===== config.mk =====
export PLATFORM = sky130hd
export DESIGN_NAME = ucsm_top
export DESIGN_NICKNAME = d
export VERILOG_FILES = /design/src/rtl/ucsm_pkg.sv /design/src/rtl/ucsm_rom.sv /design/src/rtl/ucsm_seq.sv /design/src/rtl/ucsm_dpath.sv /design/src/rtl/ucsm_top.sv
export SDC_FILE = /design/constraint.sdc
export NUM_CORES = 1
export LEC_CHECK = 0
export BUFFER_PORTS_ARGS = -buffer_cell sky130_fd_sc_hd__buf_2
export CORE_UTILIZATION = 32
export CTS_BUF_LIST = sky130_fd_sc_hd__clkbuf_2
export DETAILED_ROUTE_END_ITERATION = 7
export PLACE_DENSITY = 0.57
export SYNTH_ARGS = -nofsm -noshare
export SYNTH_HDL_FRONTEND = slang
export SYNTH_HIERARCHICAL = 1
export SYNTH_SLANG_ARGS = --single-unit
export TNS_END_PERCENT = 50

===== constraint.sdc =====
create_clock -name clk -period 4.7 [get_ports clk]
set_input_delay 0.705 -clock clk [delete_from_list [all_inputs] [get_ports clk]]
set_output_delay 0.705 -clock clk [all_outputs]
set_load 0.005 [all_outputs]

===== src/rtl/ucsm_pkg.sv =====
package ucsm_pkg;
  localparam int AW = 4;
  localparam logic [AW-1:0] IDLE_ADDR  = '1;
  localparam logic [AW-1:0] ENTRY_ADDR = '0;

  // control bits, most significant first
  typedef struct packed {
    logic ld_r1;
    logic ld_r2;
    logic ld_r3;
    logic ld_r4;
    logic sel_add;  // 1: adder feeds R3, 0: multiplier feeds R3
    logic add_en;
    logic mul_en;
    logic done;
  } ctl_t;

  typedef struct packed {
    ctl_t            ctl;
    logic [AW-1:0]   nxt;
  } uword_t;
endpackage


===== src/rtl/ucsm_rom.sv =====
module ucsm_rom
  import ucsm_pkg::*;
(
  input  logic [AW-1:0] addr,
  output uword_t        word
);
  always_comb begin
    case (addr)
      4'd0:    word = {8'b1100_0000, 4'd1};  // capture addends
      4'd1:    word = {8'b0010_1100, 4'd2};  // R3 <= R1 + R2
      4'd2:    word = {8'b0001_0000, 4'd3};  // capture scale
      4'd3:    word = {8'b0010_0010, 4'd4};  // R3 <= R3 * R4
      4'd4:    word = {8'b0000_0001, IDLE_ADDR};  // signal completion
      default: word = {8'b0000_0000, IDLE_ADDR};  // idle loops on itself
    endcase
  end
endmodule


===== src/rtl/ucsm_seq.sv =====
module ucsm_seq
  import ucsm_pkg::*;
(
  input  logic          clk,
  input  logic          rst,
  input  logic          go,
  input  logic [AW-1:0] nxt,
  output logic [AW-1:0] pc,
  output logic          idle
);
  assign idle = (pc == IDLE_ADDR);

  always_ff @(posedge clk) begin
    if (rst)              pc <= IDLE_ADDR;
    else if (idle && go)  pc <= ENTRY_ADDR;
    else                  pc <= nxt;
  end
endmodule


===== src/rtl/ucsm_dpath.sv =====
module ucsm_dpath
  import ucsm_pkg::*;
#(
  parameter int DW = 8,
  localparam int RW = 2*DW + 1
) (
  input  logic          clk,
  input  logic          rst,
  input  ctl_t          ctl,
  input  logic [DW-1:0] opa,
  input  logic [DW-1:0] opb,
  input  logic [DW-1:0] ope,
  output logic [RW-1:0] r3
);
  logic [DW-1:0] r1, r2, r4;
  logic [DW:0]   sum;
  logic [RW-1:0] prod, r3_d;

  always_comb begin
    sum  = ctl.add_en ? ({1'b0, r1} + {1'b0, r2}) : '0;
    prod = ctl.mul_en ? (r3 * RW'(r4)) : '0;
    r3_d = ctl.sel_add ? {{(RW-DW-1){1'b0}}, sum} : prod;
  end

  always_ff @(posedge clk) begin
    if (rst) begin
      r1 <= '0;
      r2 <= '0;
      r3 <= '0;
      r4 <= '0;
    end else begin
      if (ctl.ld_r1) r1 <= opa;
      if (ctl.ld_r2) r2 <= opb;
      if (ctl.ld_r3) r3 <= r3_d;
      if (ctl.ld_r4) r4 <= ope;
    end
  end
endmodule


===== src/rtl/ucsm_top.sv =====
module ucsm_top
  import ucsm_pkg::*;
#(
  parameter int DW = 8,
  localparam int RW = 2*DW + 1
) (
  input  logic          clk,
  input  logic          rst,
  input  logic          in_valid,
  output logic          in_ready,
  input  logic [DW-1:0] in_a,
  input  logic [DW-1:0] in_b,
  input  logic [DW-1:0] in_e,
  output logic          out_valid,
  output logic [RW-1:0] out_result
);
  logic [AW-1:0] pc;
  logic          idle;
  uword_t        word;
  logic [DW-1:0] cap_a, cap_b, cap_e;
  logic [RW-1:0] r3_q;
  logic          mul_en;
  logic          take;

  assign take = in_valid && idle;

  ucsm_seq u_seq (
    .clk(clk), .rst(rst), .go(in_valid), .nxt(word.nxt),
    .pc(pc), .idle(idle)
  );

  ucsm_rom u_rom (.addr(pc), .word(word));

  always_ff @(posedge clk) begin
    if (rst) begin
      cap_a <= '0;
      cap_b <= '0;
      cap_e <= '0;
    end else if (take) begin
      cap_a <= in_a;
      cap_b <= in_b;
      cap_e <= in_e;
    end
  end

  ucsm_dpath #(.DW(DW)) u_dp (
    .clk(clk), .rst(rst), .ctl(word.ctl),
    .opa(cap_a), .opb(cap_b), .ope(cap_e), .r3(r3_q)
  );

  assign mul_en     = word.ctl.mul_en;
  assign in_ready   = idle;
  assign out_valid  = word.ctl.done;
  assign out_result = r3_q;
endmodule


# After elaboration in Yosys (flattened, before gate mapping)
# Cells that the tools add are included.
[op_classes]
n_addsub = 1
n_mul = 1
eq_ne = 5
muxes = 5
n_reduce_logical = 2
[ops]
columns = ["cell", "n"]
rows = [
  ["$pmux W12 S5", 1],
  ["$mux W17", 2],
  ["$mul A17 B8 Y17", 1],
  ["$add A8 B8 Y9", 1],
  ["$mux W9", 1],
  ["$eq A4 B2 Y1 const B", 2],
  ["$eq A4 B1 Y1 const B", 1],
  ["$eq A4 B3 Y1 const B", 1],
  ["$eq A4 B4 Y1 const B", 1],
  ["$logic_not A4 Y1", 1],
  ["$mux W4", 1],
  ["$logic_and A1 B1 Y1", 1],
]
[totals]
ff_bits = 69
in_bits = 27
output_inout_bits = 19

# Logic depth before layout (Yosys ltp)
[depth]
word_depth = 4
mapped_depth = 17
depth_no_buf = 16

# By module
# The synthesis kept the hierarchy.
[modules_own_cells]
columns = ["mod", "n_inst", "cells_each", "area_per_inst_um2", "seq_area_each_um2"]
rows = [
  ["ucsm_dpath", 1, 544, 4847.1, 820.8],
  ["ucsm_top", 1, 108, 1268.7, 480.5],
  ["ucsm_seq", 1, 15, 136.4, 80.1],
  ["ucsm_rom", 1, 16, 115.1, 0.0],
]

# Worst setup path before layout
# Ideal clock, no wire load.
[synth_path]
path_kind = "register to register"
start = "reg u_dp.r4[7]"
end = "reg u_dp.r3[12]"
arrival_time_ps = 4059
path_slack_ps = 524
path_stages_with_launch = 17
path_buffers = 1
path_cell_list = "dfxtp_1 -> clkbuf_1 -> nand2_1 -> fa_1 -> fa_1 -> inv_1 -> fa_1 -> inv_1 -> fa_1 -> inv_1 -> ha_1 -> o21ai_0 -> nand2b_1 -> a31oi_1 -> o21ai_0 -> xor2_1 -> a22o_1"
[synth_between]
elab_chain_cells = 3
[synth_rtl]
columns = ["element", "line", "rtl"]
rows = [
  ["from (decl)", "ucsm_dpath.sv:15", "logic [DW-1:0] r1, r2, r4;"],
  ["from (signal assigned)", "ucsm_dpath.sv:35", "if (ctl.ld_r4) r4 <= ope;"],
  ["$mul A17 B8 Y17", "ucsm_dpath.sv:21", "prod = ctl.mul_en ? (r3 * RW'(r4)) : '0;"],
  ["$mux W17", "ucsm_dpath.sv:21", ""],
  ["$mux W17", "ucsm_dpath.sv:22", "r3_d = ctl.sel_add ? {{(RW-DW-1){1'b0}}, sum} : prod;"],
  ["to (signal assigned)", "ucsm_dpath.sv:34", "if (ctl.ld_r3) r3 <= r3_d;"],
  ["to (decl)", "ucsm_dpath.sv:13", "output logic [RW-1:0] r3"],
]
# Every way passes these cells.
# A chain may end at the register's enable or synchronous reset.

# Worst setup path after layout
[layout_path]
start = "reg u_dp.r4[5]"
end = "reg u_dp.r3[12]"
# Same word-level chain as after synthesis.

==> results <==
- The synthesized design contains 69 register bits.
- The min-delay analysis places its worst path in the category in -> reg.
- The fraction of power consumed by the clock network is 0.270.
- The basic-gate share of the synthesized area counting and, or, nand and nor cells is 0.204.
- At the end of the flow, the number of nets in the layout was 846.
- The worst-case IR drop observed on VDD is 0.000137 V.
- Internal power comes to 0.731 mW.
- The critical path start-end classification is reg -> reg.
- The H-tree generated during clock tree synthesis spans 3 levels.
- The number of antenna violations at the first check in global routing is 0.
- The timing startpoint of the critical path is u_dp/r4[5].
- The root cell of the clock tree is clkbuf_2.
- The antenna violation net count after detailed routing is 0.
- The total iterations of the first detailed-routing run is 4.
- Of the post-synthesis cell area, the part taken by muxes is 0.0409.
- The share of total power consumed by net switching is 0.312.
- Setup repair after global routing left no endpoint under its margin.
- The clock period could shrink to 4530 ps.
- The finished layout holds 989 standard cells, fillers aside.
- Synthesis produced a netlist with a net count of 810.
- For flop-to-flop paths, the worst setup slack is 170 ps.
- The number of clock buffers inserted by TritonCTS is 9.
- The worst path arrival time is 4960 ps.
- The floorplan step defined a die boundary enclosing 20,500 µm².
- The height of the chip is 143 µm.
- For this run, asynchronously set or reset flops after synthesis account for 0.
- STA classifies the critical path startpoint as a flip-flop.
- The number of placement rows is 51.
- Clock latency on the worst-skew pair, taken at its later pin, is 520 ps.
- The compound-cell area share of the yosys netlist was 0.140.
- The data required time of the worst path is 5130 ps.
- The average routed wire per standard cell is 14.8 µm.
- Hold is met by 396 ps.
- The final worst-path cycle share is 0.964.
- The post-detailed-route DRC marker count is 0.
- The power share of the sequential group is 0.593.
- Based on the critical path, the design can be clocked at up to 221 MHz.
- The total wirelength of the detailed-routed design is 14.7 mm.
- The floorplan step set the die width to 143 µm.
- The pin count of the biggest net entering global routing is 54.
- The max-capacitance violation count is 0.
- The CTS tree is built.
- The endpoint type of the worst setup path is a flip-flop.
- Of all nets on the critical path, the largest fanout is 13.
- After routing the design area is 6910 µm².
- The hold violation total from the final report was 0.
- The instance count of the mapped netlist is 683.
- The buffer levels on the longest clock path is 2.
- The count of yosys warnings during synthesis is 6.
- The fraction of the mapped netlist area in adder cells is 0.275.
- The starting density of the core is 0.327.
- Dividing the detail-routed via count by the number of cells gives 4.67.
- The number of max-slew violations in the final report was 0.
- The final setup violation count is 0.
- For this run, the share of the core covered by cells in the final layout is 0.355.
- The startpoint identified for the worst hold timing path is in_b[6].
- The count of distinct cell types in the synthesized netlist is 55.
- 46 I/O pins were placed.
- Once detailed placement completed, the half-perimeter wirelength came to 10.7 mm.
- The XOR/XNOR share of the synthesized area is 0.0365.
- For this run, the register share of the synthesized area comes to 0.217.
- The worst setup timing slack at the placement stage is 171 ps.
- The transition time of the tightest slew-check pin is 1040 ps.
- The combinational family with the most area after synthesis is adder cells.
- Of the cells placed in the final design, the portion with a size suffix greater than 1 is 0.191.
- The final sum of negative setup slack is 0 ps.
- Routability-driven placement finished with a final weighted congestion of 0.802.
- In this run, synthesis inferred 0 flip-flops with an integrated enable.
- The overall via count from detail_route is 4,622.
- The top cell types in the final layout, fill and taps aside, are inv_1 (83), and2_1 (82), fa_1 (67).
- The average size of a mapped cell is 9.32 µm².
- In this run the standard cell core region covers 19,500 µm².
- The most common flop cell mapped by yosys is dfxtp_1.
- The switching power is 0.331 mW.
- The violation count after the first detailed-route iteration is 219.
- The area added between synthesis and finish is 8.49%.
- The clock-pin slew of the registers on the worst-case setup and hold paths is 210 ps.
- In this run the tightest slew margin relative to its limit is 0.304.
- The fill cell total of the finished layout is 2,023.
- The share of total power dissipated in combinational logic is 0.137.
- Leaving out fill and tap cells, the most frequent cell in the layout is inv_1.
- Summing internal, switching and leakage power gives 1.06 mW.
- The global-route total usage across every layer is 0.156.
- The instance area at placement is 6820 µm².
- The worst register-to-register path begins at u_dp/r4[5].
- In this run the cell area of the synthesized design comes to 6370 µm².
- The power density relative to cell area is 154 nW/µm².
- In this run the static leakage power is 3.09 nW.
- The first global-routing pass estimated 24.6 mm of wire.
- The via count of the first global-routing pass is 4,722.
- The number of antenna cells inserted is 0.
- Once routing completed, OpenROAD measured the worst setup slack at 171 ps.
- For this run the aggregate overflow at the end of global routing stands at 0.
- The total instance count after detailed placement is 973.
- The final worst clock skew is 36.8 ps.
- The flow ran to the end, and the final reports show no timing, DRC or antenna violations.
- The quantity of I/O buffers inserted on ports is 45.
- The clock net sink count is 69.
cell usage after synthesis, drive strengths merged, types with 2 or more instances:
| master | count | area [µm²] |
|---|---|---|
| nor2 | 44 | 173 |
| o21a | 3 | 22.5 |
| and2 | 83 | 521 |
| a211oi | 2 | 15.0 |
| nor3 | 4 | 20.0 |
| dfxtp | 69 | 1380 |
| buf | 18 | 166 |
| inv | 84 | 315 |
| nor3b | 4 | 40.0 |
| nand3 | 30 | 250 |
| nor2b | 5 | 31.3 |
| mux2i | 26 | 260 |
| nand2 | 40 | 150 |
| ha | 33 | 413 |
| xor2 | 9 | 78.8 |
| o21bai | 4 | 30.0 |
| fa | 67 | 1340 |
| o31ai | 3 | 27.5 |
| a21oi | 46 | 305 |
| nand2b | 5 | 31.3 |
| a31oi | 7 | 43.8 |
| a21bo | 24 | 240 |
| a32oi | 3 | 26.3 |
| nand3b | 2 | 15.0 |
| xnor2 | 15 | 131 |
| a22o | 6 | 52.6 |
| a311oi | 2 | 17.5 |
| o21ai | 10 | 50.1 |
| clkbuf | 18 | 67.6 |
| a21o | 4 | 30.0 |
cell families after synthesis:
family / after synthesis
adder cells (fa/ha/maj): 100
AND/OR/NAND/NOR: 225
flip-flops: 69
multiplexers: 26
buffers and inverters: 120
AO/OA/AOI/OAI: 118
XOR/XNOR: 25
flip-flops by register name, indices dropped and copies added (netlist names):
register and cells:
u_dp/r1 8, u_dp/r3 17, cap_a 8, u_dp/r4 8, cap_b 8, u_dp/r2 8
cap_e 8, u_seq/pc 4
critical path, stage by stage (launching register included):
cell	delay, ps
dfxtp_1	690
nand2_1	130
fa_1	500
fa_1	560
inv_1	60
fa_1	540
inv_1	60
fa_1	520
inv_1	40
ha_1	340
o21ai_0	170
nand2b_1	90
a31oi_1	250
o21ai_0	140
xor2_1	160
a22o_1	190
path summary, 6_finish.rpt:
path	endpoint	depth (start not counted)
hold reg to reg	u_dp/r1[6]	2
setup / recovery	u_dp/r3[12]	15
setup reg to reg	u_dp/r3[12]	15
hold / removal	cap_b[6]	3
area by class of cell:
class	count	area, µm²	share of cell area
tap	265	332	0.0480
inverter	84	315	0.0456
multi-input combinational	494	4440	0.643
sequential	69	1390	0.201
clock inverter	7	41.3	0.00598
clock buffer	9	45.0	0.00652
timing repair buffer	61	345	0.0500
power groups by stage:
stage | combinational, mW | sequential (mW) | clock (mW)
detailed placement | 0.146 | 0.642 | 0
global route | 0.160 | 0.633 | 0.335
finish | 0.146 | 0.630 | 0.287
global placement | 0.146 | 0.642 | 0
floorplan | 0.143 | 0.631 | 0
CTS | 0.147 | 0.630 | 0.302
routing by layer:
metal,vias up,track usage,part of all wire
met2,117,0.235,0.42
met5,-,0,0
met4,0,0.0362,0.0063
met1,2201,0.231,0.52
li1,2296,-,-
met3,8,0.0228,0.049
what timing repair did:
item	in CTS	in global routing
gates resized for setup	0	4
hold buffers	0	0
setup endpoints to repair	0	5
setup buffers	0	0
Note: power is estimated with default switching activity, not from simulation.
